`config.mk`:
```
export PLATFORM = sky130hd
export DESIGN_NAME = cache_range_splitter
export DESIGN_NICKNAME = d
export VERILOG_FILES = /design/src/rtl/cmsplit_pkg.sv /design/src/rtl/cmsplit_datapath.sv /design/src/rtl/cmsplit_ctrl.sv /design/src/rtl/cache_range_splitter.sv
export SDC_FILE = /design/constraint.sdc
export NUM_CORES = 1
export LEC_CHECK = 0
export BUFFER_PORTS_ARGS = -buffer_cell sky130_fd_sc_hd__buf_2
export CORE_AREA = 2 2 141 246
export CTS_CLUSTER_DIAMETER = 50
export CTS_CLUSTER_SIZE = 28
export DETAILED_ROUTE_END_ITERATION = 8
export DIE_AREA = 0 0 143 248
export GPL_ROUTABILITY_DRIVEN = 0
export GPL_TIMING_DRIVEN = 1
export PLACE_DENSITY = 0.67
export SYNTH_ARGS = -nofsm -noshare
export SYNTH_HDL_FRONTEND = slang
export SYNTH_SLANG_ARGS = --single-unit
```
`constraint.sdc`:
```
create_clock -name clk -period 8.1 [get_ports clk]
set_input_delay 1.215 -clock clk [delete_from_list [all_inputs] [get_ports clk]]
set_output_delay 1.215 -clock clk [all_outputs]
set_load 0.05 [all_outputs]
```
`src/rtl/cmsplit_pkg.sv`:
```
package cmsplit_pkg;

  typedef enum logic [1:0] {
    CMD_LINE_CINV   = 2'd0,
    CMD_RANGE_CLEAN = 2'd1,
    CMD_RANGE_INV   = 2'd2
  } cmdKind_e;

  typedef enum logic [1:0] {
    OP_INV   = 2'd0,
    OP_CLEAN = 2'd1,
    OP_FLUSH = 2'd2
  } maintOp_e;

  // strobes from control to datapath
  typedef struct packed {
    logic     load;
    logic     advance;
    logic     selTail;
    cmdKind_e kind;
  } dpCtrl_t;

  // status from datapath to control
  typedef struct packed {
    logic planHead;
    logic planTail;
    logic planChunks;
    logic planClean;
    logic tailPend;
    logic chunksPend;
    logic moreAfter;
    logic doClean;
    logic doInv;
  } dpStat_t;

endpackage

```
`src/rtl/cmsplit_datapath.sv`:
```
module cmsplit_datapath
  import cmsplit_pkg::*;
#(
  parameter int AW              = 32,
  parameter int LINE_BYTES      = 32,
  parameter int MAX_CHUNK_BYTES = 1024,
  parameter int PAGE_BYTES      = 4096
) (
  input  logic          clk,
  input  logic          rstN,
  input  logic [AW-1:0] reqStart,
  input  logic [AW-1:0] reqEnd,
  input  logic [1:0]    reqOp,
  input  logic          wtOverride,
  input  dpCtrl_t       ctrl,
  output dpStat_t       stat,
  output logic [AW-1:0] cmdAddr,
  output logic [AW-1:0] cmdLast
);

  localparam logic [AW-1:0] LINE_MASK = AW'(LINE_BYTES - 1);
  localparam logic [AW-1:0] LINE_SIZE = AW'(LINE_BYTES);
  localparam logic [AW-1:0] CHUNK_MAX = AW'(MAX_CHUNK_BYTES);
  localparam logic [AW-1:0] PAGE_MASK = AW'(PAGE_BYTES - 1);

  // ---------------- request planning (combinational on request) ----------
  logic [AW-1:0] startLine, startUp, endLine, endUp;
  logic          startOff, endOff, isInv, isClean;
  logic [AW-1:0] cur0, end0;
  logic          headNeed, tailNeed, planClean, planInv;

  always_comb begin
    startLine = reqStart & ~LINE_MASK;
    endLine   = reqEnd & ~LINE_MASK;
    startOff  = |(reqStart & LINE_MASK);
    endOff    = |(reqEnd & LINE_MASK);
    startUp   = startOff ? startLine + LINE_SIZE : reqStart;
    endUp     = endOff ? endLine + LINE_SIZE : reqEnd;
    isInv     = (reqOp == OP_INV);
    isClean   = (reqOp == OP_CLEAN);
    planClean = !isInv && !wtOverride;
    planInv   = !isClean;
    if (isInv) begin
      headNeed = startOff;
      tailNeed = (startUp < reqEnd) && endOff;
      cur0     = startUp;
      end0     = tailNeed ? endLine : reqEnd;
    end else begin
      headNeed = 1'b0;
      tailNeed = 1'b0;
      cur0     = startLine;
      end0     = endUp;
    end
  end

  // ---------------- request state ----------------
  logic [AW-1:0] curReg, endReg, headReg, tailReg;
  logic          tailReg_q, cleanReg, invReg;
  logic [AW-1:0] chunkEnd;

  always_ff @(posedge clk) begin
    if (!rstN) begin
      curReg    <= '0;
      endReg    <= '0;
      headReg   <= '0;
      tailReg   <= '0;
      tailReg_q <= 1'b0;
      cleanReg  <= 1'b0;
      invReg    <= 1'b0;
    end else if (ctrl.load) begin
      curReg    <= cur0;
      endReg    <= end0;
      headReg   <= startLine;
      tailReg   <= endLine;
      tailReg_q <= tailNeed;
      cleanReg  <= planClean;
      invReg    <= planInv;
    end else if (ctrl.advance) begin
      curReg <= chunkEnd;
    end
  end

  // ---------------- chunk boundary ----------------
  logic [AW-1:0] capEnd, pageEnd;
  always_comb begin
    capEnd   = curReg + CHUNK_MAX;
    pageEnd  = (curReg | PAGE_MASK) + AW'(1);
    chunkEnd = endReg;
    if (capEnd < chunkEnd)  chunkEnd = capEnd;
    if (pageEnd < chunkEnd) chunkEnd = pageEnd;
  end

  // ---------------- status and command payload ----------------
  always_comb begin
    stat.planHead   = headNeed;
    stat.planTail   = tailNeed;
    stat.planChunks = (cur0 < end0) && (planClean || planInv);
    stat.planClean  = planClean;
    stat.tailPend   = tailReg_q;
    stat.chunksPend = (curReg < endReg) && (cleanReg || invReg);
    stat.moreAfter  = chunkEnd < endReg;
    stat.doClean    = cleanReg;
    stat.doInv      = invReg;
  end

  always_comb begin
    if (ctrl.kind == CMD_LINE_CINV) begin
      cmdAddr = ctrl.selTail ? tailReg : headReg;
      cmdLast = cmdAddr;
    end else begin
      cmdAddr = curReg;
      cmdLast = chunkEnd - LINE_SIZE;
    end
  end

endmodule

```
`src/rtl/cmsplit_ctrl.sv`:
```
module cmsplit_ctrl
  import cmsplit_pkg::*;
(
  input  logic    clk,
  input  logic    rstN,
  input  logic    reqValid,
  input  logic    cmdReady,
  input  dpStat_t stat,
  output dpCtrl_t ctrl,
  output logic    reqReady,
  output logic    cmdValid,
  output logic    done,
  output logic    barrier
);

  typedef enum logic [2:0] {
    ST_IDLE, ST_HEAD, ST_TAIL, ST_RCLEAN, ST_RINV, ST_DONE, ST_BAR
  } state_e;

  state_e state, stateNext;
  logic   accept, hs;

  function automatic state_e chunkState(input logic withClean);
    return withClean ? ST_RCLEAN : ST_RINV;
  endfunction

  assign accept = reqValid && (state == ST_IDLE);
  assign hs     = cmdValid && cmdReady;

  always_comb begin
    stateNext    = state;
    ctrl.load    = accept;
    ctrl.advance = 1'b0;
    ctrl.selTail = (state == ST_TAIL);
    ctrl.kind    = CMD_LINE_CINV;
    unique case (state)
      ST_IDLE: if (accept) begin
        if (stat.planHead)        stateNext = ST_HEAD;
        else if (stat.planTail)   stateNext = ST_TAIL;
        else if (stat.planChunks) stateNext = chunkState(stat.planClean);
        else                      stateNext = ST_DONE;
      end
      ST_HEAD: if (hs) begin
        if (stat.tailPend)        stateNext = ST_TAIL;
        else if (stat.chunksPend) stateNext = chunkState(stat.doClean);
        else                      stateNext = ST_DONE;
      end
      ST_TAIL: if (hs) begin
        if (stat.chunksPend) stateNext = chunkState(stat.doClean);
        else                 stateNext = ST_DONE;
      end
      ST_RCLEAN: begin
        ctrl.kind = CMD_RANGE_CLEAN;
        if (hs) begin
          if (stat.doInv) begin
            stateNext = ST_RINV;
          end else begin
            ctrl.advance = 1'b1;
            stateNext    = stat.moreAfter ? ST_RCLEAN : ST_DONE;
          end
        end
      end
      ST_RINV: begin
        ctrl.kind = CMD_RANGE_INV;
        if (hs) begin
          ctrl.advance = 1'b1;
          stateNext    = stat.moreAfter ? chunkState(stat.doClean) : ST_DONE;
        end
      end
      ST_DONE: stateNext = ST_BAR;
      ST_BAR:  stateNext = ST_IDLE;
      default: stateNext = ST_IDLE;
    endcase
  end

  always_ff @(posedge clk) begin
    if (!rstN) state <= ST_IDLE;
    else       state <= stateNext;
  end

  assign reqReady = (state == ST_IDLE);
  assign cmdValid = (state == ST_HEAD) || (state == ST_TAIL) ||
                    (state == ST_RCLEAN) || (state == ST_RINV);
  assign done     = (state == ST_DONE);
  assign barrier  = (state == ST_BAR);

endmodule

```
`src/rtl/cache_range_splitter.sv`:
```
module cache_range_splitter
  import cmsplit_pkg::*;
#(
  parameter int AW              = 32,
  parameter int LINE_BYTES      = 32,
  parameter int MAX_CHUNK_BYTES = 1024,
  parameter int PAGE_BYTES      = 4096
) (
  input  logic          clk,
  input  logic          rstN,
  input  logic          reqValid,
  output logic          reqReady,
  input  logic [AW-1:0] reqStart,
  input  logic [AW-1:0] reqEnd,
  input  logic [1:0]    reqOp,
  input  logic          wtOverride,
  output logic          cmdValid,
  input  logic          cmdReady,
  output logic [1:0]    cmdKind,
  output logic [AW-1:0] cmdAddr,
  output logic [AW-1:0] cmdLast,
  output logic          done,
  output logic          barrier
);

  dpCtrl_t ctrl;
  dpStat_t stat;

  cmsplit_ctrl u_ctrl (
    .clk      (clk),
    .rstN     (rstN),
    .reqValid (reqValid),
    .cmdReady (cmdReady),
    .stat     (stat),
    .ctrl     (ctrl),
    .reqReady (reqReady),
    .cmdValid (cmdValid),
    .done     (done),
    .barrier  (barrier)
  );

  cmsplit_datapath #(
    .AW              (AW),
    .LINE_BYTES      (LINE_BYTES),
    .MAX_CHUNK_BYTES (MAX_CHUNK_BYTES),
    .PAGE_BYTES      (PAGE_BYTES)
  ) u_dp (
    .clk        (clk),
    .rstN       (rstN),
    .reqStart   (reqStart),
    .reqEnd     (reqEnd),
    .reqOp      (reqOp),
    .wtOverride (wtOverride),
    .ctrl       (ctrl),
    .stat       (stat),
    .cmdAddr    (cmdAddr),
    .cmdLast    (cmdLast)
  );

  assign cmdKind = ctrl.kind;

endmodule

```
Word level (Yosys, flattened, before mapping)
Cells that the tools add are included.

word-level totals
  register bits after elaboration = 124
  output and inout bits = 70

operators by class
  add/sub/neg operators = 5
  $lt $le $gt $ge = 6
  multiplexer cells = 35
  reduce and logical (&&, ||, !) cells = 21
  eq/ne operators = 12

operators by type and width
  kind                    number
  $mux 32                 11
  $lt 32x32->1            6
  $add 32x6->32 const B   2
  $mux 3                  15
  $add 32x1->32 const B   1
  $add 32x11->32 const B  1
  $sub 32x6->32 const B   1
  $pmux 3 s6              1
  $reduce_or 5->1         2
  $eq 3x3->1 const B      3
  $ne 2x1->1 const B      4
  $eq 3x2->1 const B      2
  $logic_and 1x1->1       6
  $logic_or 1x1->1        5
  $mux 1                  5
  $mux 5                  1
  $reduce_and 5->1        1
  $logic_not 2->1         2
  $pmux 2 s2              1
  $eq 3x1->1 const B      1
  $logic_not 1->1         3
  $logic_not 3->1         1
  $eq 2x1->1 const B      1
  $ne 2x2->1 const B      1
  other kinds (2)         2

Depth between registers and ports, before layout
Gate-level depths: netlist (run 1).

  word-level depth = 13
  gate-level depth with buffers = 40
  mapped depth without buffers = 35

By module
From an unflattened synthesis (run 1), not the netlist that was laid out.

unflattened totals
  cell total of the unflattened synthesis = 1762
  area, all modules = 13785.7 um2

modules (own cells, without submodules)
  module            instances  area each (um2)  cells an instance
  cmsplit_datapath  1          13277.7          1689
  cmsplit_ctrl      1          508.0            73

Worst setup path after synthesis (run 1)
Ideal clock, no wire load.

  kind = register to output
  from = register u_dp.curReg[12]
  to = output cmdLast[25]
  cell stages (with the launch flop) = 32
  arrival = 7565 ps
  path slack = -680 ps
  buffers on the path = 3
  data required time = 6885 ps
  cell sequence = dfxtp_1 ha_1 and4_1 nand2_1 or3_1 nor3_1 nand2_1 xnor2_1 ha_1 nand4_2 nor4_4 nand4_2 a211oi_1 nor2_2 buf_2 buf_2 nor2_1 a21oi_1 ha_1 a211oi_1 o21ai_0 a2111oi_0 o211ai_1 a41o_1 o21ai_2 buf_2 nor2_1 inv_1 ha_1 o21ai_2 or4_1 a31oi_1

between the ends
  longest elaborated chain between the ends = 7
  elaborated cells on any way between the ends = 8
  those cells by class = add/sub (3); order compare (2); mux (3)

RTL lines
  item                      RTL line                    source
  start: declaration        cmsplit_datapath.sv:57      logic [AW-1:0] curReg, endReg, headReg, tailReg;
  start signal: assignment  cmsplit_datapath.sv:71      curReg <= cur0;
  start signal: assignment  cmsplit_datapath.sv:79      curReg <= chunkEnd;
  $add 32x11->32            cmsplit_datapath.sv:86      capEnd = curReg + CHUNK_MAX;
  $lt 32x32->1              cmsplit_datapath.sv:89      if (capEnd < chunkEnd) chunkEnd = capEnd;
  $mux 32                   cmsplit_datapath.sv:89
  $lt 32x32->1              cmsplit_datapath.sv:90      if (pageEnd < chunkEnd) chunkEnd = pageEnd;
  $mux 32 *                 cmsplit_datapath.sv:90
  $sub 32x6->32 *           cmsplit_datapath.sv:112     cmdLast = chunkEnd - LINE_SIZE;
  $mux 32 *                 cmsplit_datapath.sv:107     if (ctrl.kind == CMD_LINE_CINV) begin
  end: declaration          cache_range_splitter.sv:21  output logic [AW-1:0] cmdLast,

Every way passes the cells marked *; elsewhere a longest branch is shown, timed or not.

Worst setup path after layout (run 1)
  from = register u_dp.curReg[13]
  to = output cmdLast[25]

The elaborated chain is that of the path after synthesis.

==> results of run 1 <==
## logic make-up after synthesis
group / synth area share
multiplexers: 0.0267
buffers and inverters: 0.0612
flip-flops: 0.187
AND/OR/NAND/NOR: 0.252
other: 0.000283
adder cells (fa/ha/maj): 0.163
XOR/XNOR: 0.0919
AO/OA/AOI/OAI: 0.218
## final timing paths
path,to,cells past startpoint,startpoint,slack [ps]
hold / removal,u_dp.headReg[26],2,u_dp.headReg[26],450
setup / recovery,cmdLast[25],33,u_dp.curReg[13],-140
hold reg to reg,u_dp.headReg[26],2,u_dp.headReg[26],450
setup reg to reg,u_ctrl.state[1],40,u_dp.curReg[13],160
## through the flow
stage	total power [mW]	utilization	instances	setup WS [ps]	area [µm²]
4_1_cts	7.82	0.473	2498	1.23	15800
5_1_grt	9.54	0.501	2533	-437	16800
2_1_floorplan	4.89	-	1861	6.99	13400
3_3_place_gp	6.83	0.449	2455	83.7	15000
6_report	9.06	0.501	2533	-140	16800
3_5_place_dp	6.93	0.449	2455	-109	15000
## cell usage after synthesis, types with 8 or more instances
cell type and instances:
a211oi_1 58, a21o_1 35, a21oi_1 213, a22oi_1 24, and2_1 13, and3_1 10, and4_1 8, buf_2 14
clkbuf_1 83, dfxtp_1 124, ha_1 172, inv_1 98, mux2_2 11, mux2i_1 23, nand2_1 240, nand3_1 58
nand4_1 48, nor2_1 200, nor2b_1 36, nor3_1 43, nor4_1 13, o21a_1 10, o21ai_0 55, or3_1 8
or4_1 9, xnor2_1 86, xor2_1 53
## critical path: cells and delay by family, from the launching register on
kind	cells	cell delay [ps]
and+or+nand+nor	9	1910
AOI/OAI and AO/OA	11	1980
buffers and inverters	9	1320
DFF	1	360
adders and majority gates	3	750
xor gates and xnor gates	1	240
## state kept, by name, summed over array words and instances, names as in the netlist
signal          count
u_dp.tailReg_q      1
u_dp.cleanReg       1
u_dp.invReg         1
u_dp.endReg        32
u_ctrl.state        3
u_dp.curReg        32
u_dp.tailReg       27
u_dp.headReg       27
## where the power goes
group          switching (mW)  internal, mW  total [mW]
clock                   0.301         0.428       0.729
sequential              0.147         0.749       0.896
combinational            4.35          3.08        7.43
## layout by cell type (no fill, tap or decap), types with 54 or more instances in the layout
master / synthesis / final
nor2_1: 200 / 188
xnor2_1: 86 / 78
buf_4: 1 / 141
a21oi_1: 213 / 196
nand2_1: 240 / 236
a211oi_1: 58 / 55
dfxtp_1: 124 / 118
inv_1: 98 / 95
ha_1: 172 / 166
nand3_1: 58 / 54
buf_2: 14 / 117
## routing by layer
| metal | part of all wire | global-route usage | vias to the layer above |
|---|---|---|---|
| met5 | 0 | 0 | - |
| met4 | 0.080 | 0.197 | 0 |
| met3 | 0.059 | 0.0372 | 250 |
| met2 | 0.49 | 0.485 | 711 |
| met1 | 0.37 | 0.314 | 6987 |
| li1 | - | - | 6996 |
## layout make-up
class                           instances  area (µm²)  share of cell area
Inverter                               98         369              0.0220
Timing Repair Buffer                  294        2110               0.125
Tap cell                              455         569              0.0339
Multi-Input combinational cell       1531       10700               0.637
Sequential cell                       124        2490               0.149
Clock buffer                           18         439              0.0262
Clock inverter                         13         123             0.00731
## what timing repair did
| item | CTS | global route |
|---|---|---|
| gates resized for setup | 42 | 165 |
| buffers inserted | 12 | 34 |
| endpoints found under the setup margin | 28 | 28 |
| gates cloned | 0 | 1 |
| pin swaps | 14 | 52 |
==> impl_results.md, run 1 <==
- Vias: 14,900
- Lkg Pwr: 7.40 nW
- Clock Latency Late Sink: 440 ps
- First-pass GRT wire length: 76.9 mm
- Synth Warn #: 0
- Post-synth EDFFs: 0
- Largest net degree at the start of global routing: 87
- IO Port Bufs: 140
- VDD IR-drop max: 0.000307 V
- Setup_tns: -257 ps
- Slew HR: 0.306
- #FFs+latches synth: 124
- Skew final: 11.3 ps
- Mapped Area: 13,200 µm²
- Final Hold Fails: 0
- Hold-fix buffers, CTS: 0
- # setup viols final: 4
- Ys async rst share: 0
- Worst Tran Pin Value: 1030 ps
- Power density of the placed cells: 540 nW/µm²
- DRC: 0
- Post-synthesis cell count: 1,854
- Die H: 248 µm
- Worst setup EP type: primary output
- Failing checks: setup timing
- RSZ-0062 raised after global routing: yes
- I/O Pins: 141
- Biggest area consumer among synthesized cells: dfxtp_1
- Layout cells sized above 1: 0.222
- Area contributors post-synth: dfxtp_1 (19%), ha_1 (16%), a21oi_1 (8.1%)
- WL/cell: 20.5 µm
- Slowest Stage Delay on Critical Path: 560 ps
- Top FF cell, synth: dfxtp_1
- CP Data Required Time: 6880 ps
- Critical Path Source Type: flop
- Row cnt: 89
- Cell mode on critical path: buf_4
- Ratio of final minimum period to clock period: 1.02
- Worst hold path type: flop to flop
- First-pass iteration count of the detailed router: 8
- CTS root buf: clkbuf_16
- Max Clk Rate: 0.121 GHz
- Routed WL: 51.8 mm
- Fill cell count: 3,229
- CORE AREA: 33,500 µm²
- DP HPWL: 39.8 mm
- Vias per cell: 5.90
- Drt initial violations: 1,210
- Tmin final: 8240 ps
- Pins over their slew limit: 0
- Gr usage total: 0.280
- Ant diodes: 0
- Share of the synthesized area in the top cell type: 0.187
- Worst Path Arrival: 7030 ps
- Max-cap viol count: 0
- H-tree lvl count: 4
- Num CTS Buffers: 17
- Starting Density: 0.395
- Max FO, Critical Path: 9
- CTS tree: yes
- Clock input transition at the sequential cells of the worst setup and hold paths: 60 ps
- Area growth syn-to-layout: 26.7%
- Number of global-route vias before repair: 14,200
- Die area: 35,500 µm²
- CP Class: flop to primary output
- Slowest-stage cell, CP: or4_4
- Final setup margin: -140 ps
- Initial antenna violation count: 0
- Fin Hold WS: 448 ps
- Max Buffers Root-to-Sink: 2
- GRT overflow: 0
- Detail Route Antenna Nets: 0
- Post-layout nets: 2,309
- Seq/Total Area, Yosys: 0.187
- CTS sink count: 124
- Cell variety after synth: 77
- Mapped Avg Cell Area: 7.14 µm²
- Run status: finished with violations
- Die X: 143 µm
(Power assumes the default switching activity.)
==> run 2: changes to the inputs <==
- PLACE_DENSITY: 0.67 -> default
- PLACE_DENSITY_LB_ADDON: default -> 0.25
==> run 2 against run 1 <==
Against the previous run:
- the run now ends clean
- sequential cell count stayed put
- register-to-register slack improved by 90 ps
- final area shrank 2.0%
- global-route usage grew 0.92 points
- largest cell class unchanged
- largest power group unchanged
==> impl_results.md, run 2 (same netlist as run 1, synthesis figures left out) <==
- I/O Pins: 141
- Detail Route Antenna Nets: 0
- Final Hold Fails: 0
- Post-layout nets: 2,279
- DRC: 0
- Routed WL: 52.4 mm
- GRT overflow: 0
- Area growth syn-to-layout: 24.2%
- Drt initial violations: 1,210
- Max-cap viol count: 0
- Fin Hold WS: 449 ps
- Initial antenna violation count: 0
- Slowest Stage Delay on Critical Path: 510 ps
- Max Buffers Root-to-Sink: 2
- Pins over their slew limit: 0
- Max FO, Critical Path: 15
- Worst hold path type: flop to flop
- Final instance area: 16,400 µm²
- Largest registers: u_dp.curReg x32, u_dp.endReg x32
- CP Data Required Time: 6880 ps
- Tmin final: 8080 ps
- Worst setup EP type: primary output
- Run status: complete, no violations
- Vias per cell: 5.84
- Starting Density: 0.395
- Skew final: 12.2 ps
- Row cnt: 89
- Ratio of final minimum period to clock period: 0.998
- RSZ-0062 raised after global routing: yes
- Power density of the placed cells: 516 nW/µm²
- Placed insts: 2,437
- Max Clk Rate: 0.124 GHz
- IO Port Bufs: 140
- Die area: 35,500 µm²
- First-pass iteration count of the detailed router: 6
- H-tree lvl count: 4
- Number of global-route vias before repair: 14,200
- CTS tree: yes
- Clock Latency Late Sink: 430 ps
- WL/cell: 20.9 µm
- Vias: 14,600
- CP Class: flop to primary output
- Worst Tran Pin Value: 1150 ps
- Fill cell count: 3,351
- Lkg Pwr: 7.21 nW
- DP HPWL: 40.9 mm
- Num CTS Buffers: 17
- Ant diodes: 0
- VDD IR-drop max: 0.000284 V
- Commonest non-fill, non-tap cell in the layout: nand2_1
- Largest net degree at the start of global routing: 84
- Worst Path Arrival: 6870 ps
- CTS sink count: 124
- Commonest non-fill, non-tap cells in the layout: nand2_1 (238), a21oi_1 (195), nor2_1 (190), ha_1 (162)
- Critical Path Source Type: flop
- CTS root buf: clkbuf_16
- Slowest-stage cell, CP: or4_4
- First-pass GRT wire length: 78.3 mm
- # setup viols final: 0
- Slew HR: 0.228
- Clock input transition at the sequential cells of the worst setup and hold paths: 60 ps
- DP Area: 14,900 µm²
- Finished Layout Cells: 2,504
- Die H: 248 µm
- Die X: 143 µm
- CORE AREA: 33,500 µm²
- Layout cells sized above 1: 0.203
- Cell mode on critical path: buf_6
- Gr usage total: 0.290
==> run 2: cell types whose count changed in the layout (fill, tap and decap cells not counted), moves of 4 or more <==
cell	delta
buf_4	-20
buf_6	-11
buf_8	-4
dfxtp_2	-4
ha_1	-4
ha_4	+4
nand3_1	+4
xnor2_1	+4
xnor2_2	-4
==> run 2: routing by layer <==
| layer | GRT usage | routed length, µm |
|---|---|---|
| met5 | 0 | 0 |
| met4 | 0.220 | 4570 |
| met3 | 0.0361 | 2930 |
| met2 | 0.500 | 25200 |
| met1 | 0.321 | 19700 |
==> run 2: what timing repair did <==
| item | 4_1_cts | 5_1_grt |
|---|---|---|
| hold buffers | 0 | 0 |
| buffers inserted | 10 | 22 |
| setup endpoints to repair | 26 | 28 |
| pin swaps | 15 | 36 |
| cloned | 3 | 0 |
| resized for setup | 61 | 94 |
==> run 2: final cells by class <==
| class | count | area [µm²] | area share |
|---|---|---|---|
| Sequential cell | 124 | 2490 | 0.151 |
| Multi-Input combinational cell | 1532 | 10600 | 0.645 |
| Clock buffer | 19 | 443 | 0.0269 |
| Tap cell | 455 | 569 | 0.0346 |
| Inverter | 98 | 369 | 0.0224 |
| Clock inverter | 13 | 144 | 0.00875 |
| Timing Repair Buffer | 263 | 1820 | 0.111 |
==> run 2: per-stage QoR <==
stage	TNS (ps)	util	worst slack, ps	total power [mW]
after global placement	0	0.445	28.0	6.67
after CTS	0	0.474	1.32	7.90
after floorplan	0	-	6.99	4.89
final	0	0.491	17.3	8.49
after global routing	-3660	0.491	-266	8.97
after detailed placement	-513	0.445	-102	6.74
==> run 2: worst max-delay path: cells and delay by family, from the launching register on <==
kind                       cells  cell delay, ps
buffers and inverters          7            1030
and+or+nand+nor               10            2170
xor gates and xnor gates       1             160
AOI/OAI and AO/OA             10            1950
adders and majority gates      4             740
DFF                            1             360
==> run 2: final timing paths <==
kind | startpoint | to | slack (ps) | cells after the start
worst max-delay path | u_dp.curReg[12] | cmdLast[25] | 20 | 32
worst min-delay path | u_dp.headReg[31] | u_dp.headReg[31] | 450 | 2
worst max register to register | u_dp.curReg[12] | u_ctrl.state[2] | 250 | 40
worst min register to register | u_dp.headReg[31] | u_dp.headReg[31] | 450 | 2
==> run 2: report_power, final <==
group	internal [mW]	leakage [nW]	switching [mW]
sequential	0.749	1.02	0.142
combinational	2.60	5.92	4.23
clock	0.462	0.276	0.305
total	3.81	7.21	4.67
==> run 3: changes to the inputs <==
- BUFFER_PORTS_ARGS: -buffer_cell sky130_fd_sc_hd__buf_2 -> -buffer_cell sky130_fd_sc_hd__clkbuf_2
- CTS_BUF_LIST: default -> sky130_fd_sc_hd__clkbuf_16
- clock period: 8.1 -> 9.8 ns (I/O delays scaled with it)
==> run 3 against run 2 <==
Against the previous run:
- via count decreased by 4.2%
- worst setup slack better by 350 ps
- core utilization shrank 3.7 points
- sequential cell count is the same
- die area stayed put
- largest cell class unchanged
- largest power group unchanged
==> impl_results.md, run 3 (same netlist as run 1, synthesis figures left out) <==
- Slowest-stage cell, CP: or4_1
- Number of cells on the critical path: 30
- R2r setup slk: 1010 ps
- Clk network pwr share: 0.096
- Sequential share of power: 0.124
- Detail Route Antenna Nets: 0
- Final setup margin: 364 ps
- First-pass iteration count of the detailed router: 5
- Origin of the critical flop-to-flop path: u_dp.curReg[13]
- CTS tree: yes
- Worst setup EP type: primary output
- Cell mode on critical path: ha_1
- Max-cap viol count: 0
- Tmin final: 9440 ps
- Clock input transition at the sequential cells of the worst setup and hold paths: 60 ps
- Layout cells sized above 1: 0.122
- Die X: 143 µm
- Worst hold path type: flop to flop
- Switching Fraction: 0.572
- Pre-CTS setup slack: 320 ps
- Met1 WL: 19.3 mm
- Number of global-route vias before repair: 13,800
- Routed WL: 49.2 mm
- Worst Path Arrival: 7970 ps
- H-tree lvl count: 4
- GRT overflow: 0
- Drt initial violations: 1,194
- Skew final: 13.7 ps
- Max FO, Critical Path: 12
- Final total power: 6.09 mW
- Row cnt: 89
- Combinational Power Share: 0.780
- Worst Tran Pin Value: 1370 ps
- Commonest non-fill, non-tap cells in the layout: nand2_1 (239), a21oi_1 (213), nor2_1 (198), ha_1 (172)
- VDD IR-drop max: 0.000188 V
- Pins over their slew limit: 0
- CP Class: flop to primary output
- Critical Path Source Type: flop
- DP HPWL: 39.2 mm
- Wire length on met2: 23.8 mm
- Starting Density: 0.395
- I/O Pins: 141
- NetSw: 3.48 mW
- # setup viols final: 0
- CTS sink count: 124
- Multi-input gate area: 10,000 µm²
- Top sig layer: met4
- Power density of the placed cells: 401 nW/µm²
- Largest registers: u_dp.curReg x32, u_dp.endReg x32
- Fill cell count: 3,506
- Die area: 35,500 µm²
- Initial antenna violation count: 0
- Routed length on met3: 2.49 mm
- First-pass GRT wire length: 75.9 mm
- Sum of buffers and inverters on the critical path: 3
- Gr usage total: 0.277
- Vias per cell: 5.81
- Critical Path Source: u_dp.curReg[13]
- Lkg Pwr: 6.62 nW
- Vias: 14,000
- Slowest Stage Delay on Critical Path: 530 ps
- Reg2Reg Depth: 33
- Setup crit end: cmdLast[25]
- Max Buffers Root-to-Sink: 2
- Largest net degree at the start of global routing: 79
- CP Data Required Time: 8330 ps
- Clock Latency Late Sink: 440 ps
- Hold-fix buffers, CTS: 0
- Reg2Reg Capture Point: u_ctrl.state[1]
- CP top delay family: simple AND/OR/NAND/NOR gates
- CORE AREA: 33,500 µm²
- Internal power: 2.61 mW
- CTS root buf: clkbuf_16
- Ratio of final minimum period to clock period: 0.963
- Reg area: 2480 µm²
- Die H: 248 µm
- Post-layout nets: 2,188
- Area growth syn-to-layout: 14.8%
- Commonest non-fill, non-tap cell in the layout: nand2_1
- IO Port Bufs: 140
- Slew HR: 0.0604
- Max Clk Rate: 0.106 GHz
- Final Hold Fails: 0
- WL/cell: 20.4 µm
- Hold Path Origin: u_dp.headReg[25]
- Run status: complete, no violations
- DRC: 0
- Num CTS Buffers: 17
-- run 3: worst min-delay path: cells and delay by family, from the launching register on --
family,cells,cell delay (ps)
flops,1,300
simple gates,1,50
compound gates,1,50
-- run 3: cell type report --
class,count,share of cell area
Clock buffer,17,0.0280
Inverter,98,0.0243
Sequential cell,124,0.163
Antenna cell,1,0.000165
Tap cell,455,0.0374
Timing Repair Buffer,172,0.0795
Clock inverter,14,0.00699
Multi-Input combinational cell,1532,0.660
-- run 3: worst min-delay path by stage --
stage / depth (start not counted) / slack (ps) / to
2_1_floorplan: 2 / 430 / u_dp.headReg[11]
3_3_place_gp: 2 / 440 / u_dp.headReg[6]
3_5_place_dp: 2 / 440 / u_dp.headReg[25]
4_1_cts: 2 / 450 / u_dp.headReg[25]
5_1_grt: 2 / 460 / u_dp.headReg[6]
6_report: 2 / 450 / u_dp.headReg[25]
-- run 3: through the flow --
step | util | setup TNS, ps | instance area (µm²) | hold slack, ps | instances
finish | 0.454 | 0 | 15200 | 448 | 2413
global route | 0.454 | -7.17 | 15200 | 463 | 2412
CTS | 0.452 | 0 | 15200 | 450 | 2409
detailed placement | 0.436 | 0 | 14600 | 442 | 2378
global placement | 0.436 | 0 | 14600 | 438 | 2378
floorplan | - | 0 | 13300 | 432 | 1861
-- run 3: power groups by stage --
stage | clock network [mW] | logic [mW] | registers [mW]
5_1_grt | 0.616 | 5.10 | 0.767
4_1_cts | 0.595 | 4.63 | 0.748
2_1_floorplan | 0 | 3.27 | 0.684
3_3_place_gp | 0 | 4.58 | 0.754
3_5_place_dp | 0 | 4.61 | 0.759
6_report | 0.587 | 4.75 | 0.755
-- run 3: per-layer routing --
layer,track usage,up-vias
met5,0,-
met4,0.179,0
met3,0.0287,175
met2,0.474,544
met1,0.326,6558
li1,-,6732
-- run 3: repair_timing --
action                                  CTS  global route
setup buffers                             0             2
endpoints found under the setup margin   12            24
pin swaps                                 0             4
resized for setup                         2             7
gates cloned                              0             1
